==> src/rtl/apx_seg_pkg.sv <==
package apx_seg_pkg;

   localparam int unsigned APX_MIN_SEGS = 2;

   // lowest bit index of slice idx for slices of width w
   function automatic int unsigned seg_base(input int unsigned idx, input int unsigned w);
      return idx * w;
   endfunction

endpackage

==> src/rtl/apx_seg_cgen.sv <==
// Standalone slice carry generator: carry out of a+b with no carry in.
module apx_seg_cgen #(
   parameter int unsigned SEG_W = 2
) (
   input  logic [SEG_W-1:0] a_i,
   input  logic [SEG_W-1:0] b_i,
   output logic             cout_o
);

   generate
      if (SEG_W == 1) begin : g_single
         assign cout_o = a_i[0] & b_i[0];
      end else begin : g_lookahead
         logic [SEG_W-1:0] gen_w;
         logic [SEG_W-1:0] prop_w;
         logic [SEG_W-1:0] grp_g;
         assign gen_w  = a_i & b_i;
         assign prop_w = a_i | b_i;
         assign grp_g[0] = gen_w[0];
         for (genvar k = 1; k < SEG_W; k++) begin : g_grp
            assign grp_g[k] = gen_w[k] | (prop_w[k] & grp_g[k-1]);
         end
         assign cout_o = grp_g[SEG_W-1];
      end
   endgenerate

endmodule

==> src/rtl/apx_seg_sgen.sv <==
// Slice sum generator: slice sum with an external carry in, carry out dropped.
module apx_seg_sgen #(
   parameter int unsigned SEG_W = 2
) (
   input  logic [SEG_W-1:0] a_i,
   input  logic [SEG_W-1:0] b_i,
   input  logic             cin_i,
   output logic [SEG_W-1:0] sum_o
);

   logic [SEG_W:0] rip_c;
   assign rip_c[0] = cin_i;

   for (genvar k = 0; k < SEG_W; k++) begin : g_bit
      assign sum_o[k]   = a_i[k] ^ b_i[k] ^ rip_c[k];
      assign rip_c[k+1] = (a_i[k] & b_i[k]) | (rip_c[k] & (a_i[k] ^ b_i[k]));
   end

   // carry leaving this slice is intentionally unused
   logic unused_top;
   assign unused_top = rip_c[SEG_W];

endmodule

==> src/rtl/apx_seg_adder.sv <==
module apx_seg_adder
   import apx_seg_pkg::*;
#(
   parameter int unsigned ADD_W = 8,
   parameter int unsigned SEG_N = 4
) (
   input  logic [ADD_W-1:0] a_i,
   input  logic [ADD_W-1:0] b_i,
   output logic [ADD_W-1:0] sum_o,
   output logic             cout_o
);

   localparam int unsigned SEG_W = ADD_W / SEG_N;

   // elaboration-time parameter checks
   generate
      if (SEG_N < APX_MIN_SEGS) begin : g_bad_segs
         $error("apx_seg_adder: SEG_N must be at least 2");
      end
      if ((ADD_W % SEG_N) != 0) begin : g_bad_split
         $error("apx_seg_adder: ADD_W must be a multiple of SEG_N");
      end
   endgenerate

   logic [SEG_N-1:0] seg_cy;
   logic [SEG_N-1:0] seg_cin;

   for (genvar s = 0; s < SEG_N; s++) begin : g_seg
      localparam int unsigned Base = seg_base(s, SEG_W);

      apx_seg_cgen #(.SEG_W(SEG_W)) cgen_i (
         .a_i    (a_i[Base +: SEG_W]),
         .b_i    (b_i[Base +: SEG_W]),
         .cout_o (seg_cy[s])
      );

      if (s == 0) begin : g_low
         assign seg_cin[s] = 1'b0;
      end else begin : g_up
         assign seg_cin[s] = seg_cy[s-1];
      end

      apx_seg_sgen #(.SEG_W(SEG_W)) sgen_i (
         .a_i   (a_i[Base +: SEG_W]),
         .b_i   (b_i[Base +: SEG_W]),
         .cin_i (seg_cin[s]),
         .sum_o (sum_o[Base +: SEG_W])
      );

      // ---- assertions for this slice ----
      logic [SEG_W:0] chk_full;
      assign chk_full = {1'b0, a_i[Base +: SEG_W]} + {1'b0, b_i[Base +: SEG_W]};

      always_comb begin
         p_seg_carry_r2: assert (seg_cy[s] == chk_full[SEG_W])
            else $error("slice carry differs from standalone slice carry");
         p_seg_sum_r3: assert (sum_o[Base +: SEG_W] ==
                               SEG_W'(chk_full[SEG_W-1:0] + SEG_W'(seg_cin[s])))
            else $error("slice sum differs from operand sum plus lower carry");
      end

      if (s == 0) begin : g_chk_low
         always_comb begin
            p_low_cin_r4: assert (sum_o[Base +: SEG_W] == chk_full[SEG_W-1:0])
               else $error("lowest slice saw a nonzero carry in");
         end
      end else begin : g_chk_up
         logic [SEG_W:0] chk_prev;
         assign chk_prev = {1'b0, a_i[Base-SEG_W +: SEG_W]} + {1'b0, b_i[Base-SEG_W +: SEG_W]};
         always_comb begin
            p_no_far_carry_r5: assert (chk_prev[SEG_W] ||
                                       (sum_o[Base +: SEG_W] == chk_full[SEG_W-1:0]))
               else $error("carry reached a slice from beyond its neighbour");
         end
      end
   end

   assign cout_o = seg_cy[SEG_N-1];

   logic [SEG_W:0] chk_top;
   assign chk_top = {1'b0, a_i[ADD_W-1 -: SEG_W]} + {1'b0, b_i[ADD_W-1 -: SEG_W]};

   always_comb begin
      p_top_cout_r6: assert (cout_o == chk_top[SEG_W])
         else $error("carry out is not the top slice standalone carry");
   end

endmodule

==> config.mk <==
export PLATFORM = sky130hd
export DESIGN_NAME = apx_seg_adder
export DESIGN_NICKNAME = d
export VERILOG_FILES = /design/src/rtl/apx_seg_pkg.sv /design/src/rtl/apx_seg_cgen.sv /design/src/rtl/apx_seg_sgen.sv /design/src/rtl/apx_seg_adder.sv
export SDC_FILE = /design/constraint.sdc
export NUM_CORES = 1
export LEC_CHECK = 0
export ABC_AREA = 1
export BUFFER_PORTS_ARGS = -buffer_cell sky130_fd_sc_hd__buf_2
export CAP_MARGIN = 20
export CORE_AREA = 2 2 39 41
export DETAILED_ROUTE_END_ITERATION = 8
export DIE_AREA = 0 0 41 43
export SYNTH_ARGS = -nofsm -noshare
export SYNTH_HDL_FRONTEND = slang
export SYNTH_SLANG_ARGS = --single-unit
==> constraint.sdc <==
create_clock -name vclk -period 2.36
set_input_delay 0.236 -clock vclk [all_inputs]
set_output_delay 0.236 -clock vclk [all_outputs]
set_load 0.005 [all_outputs]
# Yosys cells after proc, flatten, opt, wreduce, memory -nomap -nowiden
# Index checks and enable logic that the tools add are counted.
dict set report totals {
  in_bits 16
  regBits 0
}
dict set report classes {
  bitwise_logic 41
}
# cell n
set op_table {}
lappend op_table {{$xor A1 B1 Y1} 15}
lappend op_table {{$and A1 B1 Y1} 11}
lappend op_table {{$and A2 B2 Y2} 4}
lappend op_table {{$or A2 B2 Y2} 4}
lappend op_table {{$or A1 B1 Y1} 7}

# Logic depth before layout (Yosys ltp)
# Gate-level depths: netlist (run 1).
dict set report depth {
  ltp_word 6
  ltp_mapped 9
  depth_no_buf 9
}

# Cells and area by module
# Synthesis (run 1) repeated with hierarchy kept, for this count alone.
dict set report hier_totals {
  cells_unflattened 89
  hier_area_um2 404.1
}
# mod cells_per_inst seq_area_each_um2 area_per_inst_um2 n_inst
set modules_own_cells {}
lappend modules_own_cells {apx_seg_sgen 14 0.0 70.1 4}
lappend modules_own_cells {apx_seg_cgen 8 0.0 30.0 4}
lappend modules_own_cells {apx_seg_adder 1 0.0 3.8 1}

# Worst setup path after synthesis (run 1)
# OpenSTA, ideal clock, no wires.
dict set report synth_path {
  path_kind {input -> output}
  start {in a_i[0]}
  end {out sum_o[2]}
  slack_ps 906
  stages 5
  t_arrival_ps 1218
  path_cell_list {ha_1 > inv_1 > fa_1 > inv_1 > fa_1}
}
dict set report synth_between {
  elab_chain_cells 4
}
# item line_no
set synth_rtl {}
lappend synth_rtl {{from (decl)} apx_seg_adder.sv:7} ;# input logic [ADD_W-1:0] a_i,
lappend synth_rtl {{$and A2 B2 Y2} apx_seg_cgen.sv:17} ;# assign gen_w = a_i & b_i;
lappend synth_rtl {{$and A1 B1 Y1} apx_seg_cgen.sv:21} ;# assign grp_g[k] = gen_w[k] | (prop_w[k] & grp_g[k-1]);
lappend synth_rtl {{$or A1 B1 Y1} apx_seg_cgen.sv:21}
lappend synth_rtl {{$xor A1 B1 Y1} apx_seg_sgen.sv:15} ;# assign sum_o[k] = a_i[k] ^ b_i[k] ^ rip_c[k];
lappend synth_rtl {{to (decl)} apx_seg_adder.sv:9} ;# output logic [ADD_W-1:0] sum_o,
# No other way between the ends.

# Worst setup path after layout (run 1)
# Same ends and word-level chain as after synthesis.

==> summary.txt, run 1 <==
Status
  – Status: finished clean

Setup path
  – Max Fanout on Critical Path: 1
  – Worst Path Arrival: 1.44 ns
  – Crit path max-delay cell type: fa_1
  – Worst-path cell chain: buf_2 -> ha_1 -> inv_1 -> fa_1 -> inv_1 -> fa_1 -> buf_2
  – Kind of critical path: in -> out
  – Worst Setup End Kind: output port
  – Worst Path Required: 2.12 ns
  – CP startpoint kind: input pin
  – Max incr delay on CP: 0.39 ns

Global routing
  – Gr ovfl total: 0
  – GR Util met2: 14.7%
  – Global-route wire length before repair: 1020 µm
  – Largest net degree at the start of global routing: 3
  – GR peak layer: met2
  – GRT Overall Usage: 7.53%
  – Number of global-route vias before repair: 305
  – M3 GR Usage: 0%
  – Initial antenna violation count: 0
  – Met1 Use GR: 9.00%

Die
  – Die width: 41 µm
  – Height of the die: 43 µm
  – Row cnt: 14
  – Ports: 25
  – Initial Util: 25.1%
  – Die ar.: 1760 µm²
  – Core area: 1380 µm²

Detailed routing
  – Vias: 349
  – Drt first pass iters: 4
  – DRC errors left: 0
  – Drt total wl: 530 µm
  – Detail Route Antenna Nets: 0
  – Starting DRT DRC Count: 2
  – Number of vias per cell: 3.75
  – Routed len/inst: 5.70 µm

Timing
  – Setup TNS: 0 ns
  – # setup viols final: 0
  – Final min period: 1.68 ns
  – Actual slew at the worst max-slew pin: 0.0836 ns
  – Slew margin rel.: 94.4%
  – Fin crit share: 71.1%
  – Final Hold Vio Count: 0
  – Final slew viol count: 0
  – RSZ-0062 raised after global routing: no
  – F_max: 596 MHz

Hold path
  – Hold Path Class: in -> out

Pwr
  – Peak supply drop: 0.0000450 V
  – LEAKAGE: 0.357 nW
  – Total chip power: 83.0 µW
  – Pwr/cell area: 168 nW/µm²

Synthesis
  – Largest family of logic cells by synthesized area: adder cells
  – Syn. warnings: 0
  – Register area share after synthesis: 0%
  – Synth Instances: 52
  – Cell area after synthesis: 348 µm²
  – Mapped Avg Cell Area: 6.69 µm²
  – Synth Area in Compound Gates: 0%
  – Netlist cell types: 4
  – XOR/XNOR share of the synthesized area: 0%
  – Post-synthesis adder-cell area fraction: 59.0%
  – Syn Nets: 82
  – Post-Synth Simple-Gate Area: 16.2%
  – Post-synthesis mux area share: 0%

Placement
  – Cells after DPL: 93
  – Port Buffers: 25
  – DP HPWL: 548 µm
  – Post-DP Area: 493 µm²
  – RD Place Congestion: 0.593

Layout
  – Seq_cells: 0
  – Layout Nets: 109
  – P&R area growth vs syn: 41.7%
  – Sequential Area: 0 µm²
  – Layout cells sized above 1: 32.5%
  – CLK BUF: 0
  – Layout Cell Area excl Fill: 493 µm²
  – Non-Filler Instances: 93
  – Ant. Diodes: 0

Clock network
  – Cts repair resizes: 0
  – Postcts setup bufs: 0
  – CTS Hold Bufs: 0

Flow run
  – Maxcap violations: 0
==> worst paths after layout <==
check    from       end  slack, ns  depth (start not counted)
max    a_i[0]  sum_o[2]       0.68                          7
min    b_i[0]  sum_o[0]       0.76                          3
==> final cells by class <==
type | instances | area (µm²)
fillers | 166 | 891
well taps | 16 | 20.0
inverters | 23 | 86.3
multi-input cells | 29 | 262
repair buffers | 25 | 125
==> layout by cell type, fill, tap and decap left out <==
master and count:
inv_1 23, ha_1 10, buf_2 25, nand2_1 15, fa_1 4
==> power by group <==
part | leakage (nW) | internal, mW | switching [mW]
clock network | 0 | 0 | 0
logic | 0.357 | 0.0423 | 0.0406
registers | 0 | 0 | 0
==> logic make-up after synthesis <==
group / count (synthesis)
buffers and inverters: 23
and+or+nand+nor: 15
adders and majority gates: 14
==> worst max-delay path: cells and delay by family <==
family / cells / cell delay, ns
buffers and inverters: 4 / 0.34
adders and majority gates: 3 / 0.87
==> Yosys cell counts <==
master / instances / area share, %
inv_1: 23 / 25
nand2_1: 15 / 16
fa_1: 4 / 23
ha_1: 10 / 36
==> metrics by stage <==
stage	worst slack, ns	util, %	hold slack, ns
after detailed placement	0.665	35.6	0.762
final	0.681	35.6	0.755
after global placement	0.696	35.6	0.748
after global routing	0.607	35.6	0.774
after floorplan	0.906	-	0.581
after CTS	0.664	35.6	0.764
==> layer usage <==
metal  share of wire [%]  vias up
li1                    -      187
met1                  36      148
met2                  54       14
met3                  10        0
met4                   0        0
met5                   0        -
No activity file was read; power rests on OpenSTA's default activity.
==> run 2, diff against run 1 <==
==> constraint.sdc (replaced) <==
create_clock -name vclk -period 1.74
set_input_delay 0.174 -clock vclk [all_inputs]
set_output_delay 0.174 -clock vclk [all_outputs]
set_load 0.005 [all_outputs]
==> run 2 against run 1 <==
Sequential share of layout area stayed put; worst hold slack lost 0.12 ns; combinational power is 35% higher; die area is the same; global-route usage rose by 0.30 points; wire length grew 0.94%; setup slack lost 0.49 ns; design area unchanged; largest cell class unchanged; highest routed layer unchanged.
==> summary.txt, run 2 (synthesis gave the netlist of run 1 again) <==
Detailed routing
  – WL met2: 282 µm (was 286 µm)
  – Drt first pass iters: 1 (was 4)
  – DRC errors left: 0 (unchanged)
  – Top sig layer: met3 (unchanged)
  – Number of vias per cell: 3.71 (was 3.75)
  – Routed len/inst: 5.75 µm (was 5.70 µm)
  – DRT met1 WL: 202 µm (was 190 µm)
  – Drt total wl: 535 µm (was 530 µm)
  – Vias: 345 (was 349)
  – Starting DRT DRC Count: 0 (was 2)
  – Metal3 WL: 50 µm (was 53 µm)
  – Detail Route Antenna Nets: 0 (unchanged)

Global routing
  – Gr ovfl total: 0 (unchanged)
  – Number of global-route vias before repair: 305 (unchanged)
  – GRT Overall Usage: 7.83% (was 7.53%)
  – Global-route wire length before repair: 1060 µm (was 1020 µm)
  – Largest net degree at the start of global routing: 3 (unchanged)
  – Initial antenna violation count: 0 (unchanged)

Die
  – Row cnt: 14 (unchanged)
  – Initial Util: 25.1% (unchanged)
  – Ports: 25 (unchanged)
  – Die ar.: 1760 µm² (unchanged)
  – Die width: 41 µm (unchanged)
  – Core area: 1380 µm² (unchanged)
  – Height of the die: 43 µm (unchanged)

Placement
  – Port Buffers: 25 (unchanged)
  – DP HPWL: 554 µm (was 548 µm)
  – RD Place Congestion: 0.593 (unchanged)

Clock network
  – CTS Hold Bufs: 0 (unchanged)
  – Cts repair resizes: 0 (unchanged)
  – Postcts setup bufs: 0 (unchanged)

Timing
  – WHS: 0.633 ns (was 0.755 ns)
  – # setup viols final: 0 (unchanged)
  – Setup TNS: 0 ns (unchanged)
  – Final slew viol count: 0 (unchanged)
  – Actual slew at the worst max-slew pin: 0.0814 ns (was 0.0836 ns)
  – F_max: 645 MHz
  – Slew margin rel.: 94.6% (was 94.4%)
  – Fin crit share: 89.1%
  – RSZ-0062 raised after global routing: no (unchanged)
  – Final Hold Vio Count: 0 (unchanged)
  – Final min period: 1.55 ns

Pwr
  – Pwr/cell area: 228 nW/µm² (was 168 nW/µm²)
  – Peak supply drop: 0.0000727 V (was 0.0000450 V)
  – LEAKAGE: 0.357 nW (unchanged)

Layout
  – P&R area growth vs syn: 41.7% (unchanged)
  – Layout Nets: 109 (unchanged)
  – Highest-count cells in the layout ignoring fill and taps: buf_2, inv_1, nand2_1 (unchanged)
  – Seq_cells: 0 (unchanged)
  – Layout cells sized above 1: 32.5% (unchanged)
  – CLK BUF: 0 (unchanged)
  – Sequential Area: 0 µm² (unchanged)
  – Ant. Diodes: 0 (unchanged)
  – Commonest non-fill, non-tap cell in the layout: buf_2 (unchanged)
  – Fillers: 165 (was 166)

Flow run
  – Maxcap violations: 0 (unchanged)

Setup path
  – Worst Path Required: 1.57 ns (was 2.12 ns)
  – Kind of critical path: in -> out (unchanged)
  – CP startpoint kind: input pin (unchanged)
  – Max Fanout on Critical Path: 1 (unchanged)
  – Worst Path Arrival: 1.38 ns (was 1.44 ns)
  – Worst Setup End Kind: output port (unchanged)

Hold path
  – Hold Path Class: in -> out (unchanged)

Status
  – Status: finished clean (unchanged)
run 2: cell counts in the layout (fill, tap and decap cells not counted):
No cell type changed its count.
run 2: critical path, cell delays in order:
cell and delay, ns:
buf_2 0.08, ha_1 0.13, inv_1 0.05, fa_1 0.35, inv_1 0.07, fa_1 0.40, buf_2 0.14
run 2: stage by stage:
stage,cell area [µm²],utilization [%],total power [mW],cells,setup slack [ns]
after global routing,493,35.6,0.137,93,0.0953
after floorplan,348,-,0.0594,52,0.410
after CTS,493,35.6,0.116,93,0.171
final,493,35.6,0.112,93,0.189
after global placement,493,35.6,0.113,93,0.200
after detailed placement,493,35.6,0.116,93,0.173
run 2: final timing paths:
kind / from / endpoint / depth (start not counted)
worst min-delay path: b_i[0] / sum_o[0] / 3
worst max-delay path: a_i[0] / sum_o[2] / 7
run 2: report_power, final:
part,internal (mW),switching [mW]
clock,0,0
combinational,0.0574,0.0550
sequential,0,0
run 2: area by class of cell:
cell class | count | area (µm²) | area share, %
timing repair buffer | 25 | 125 | 25.4
inverter | 23 | 86.3 | 17.5
multi-input combinational | 29 | 262 | 53.0
tap | 16 | 20.0 | 4.06
run 2: layer usage:
metal / vias to the layer above / track usage (%)
li1: 187 / -
met1: 144 / 9.97
met2: 14 / 14.4
met3: 0 / 0.524
met4: 0 / 0
met5: - / 0
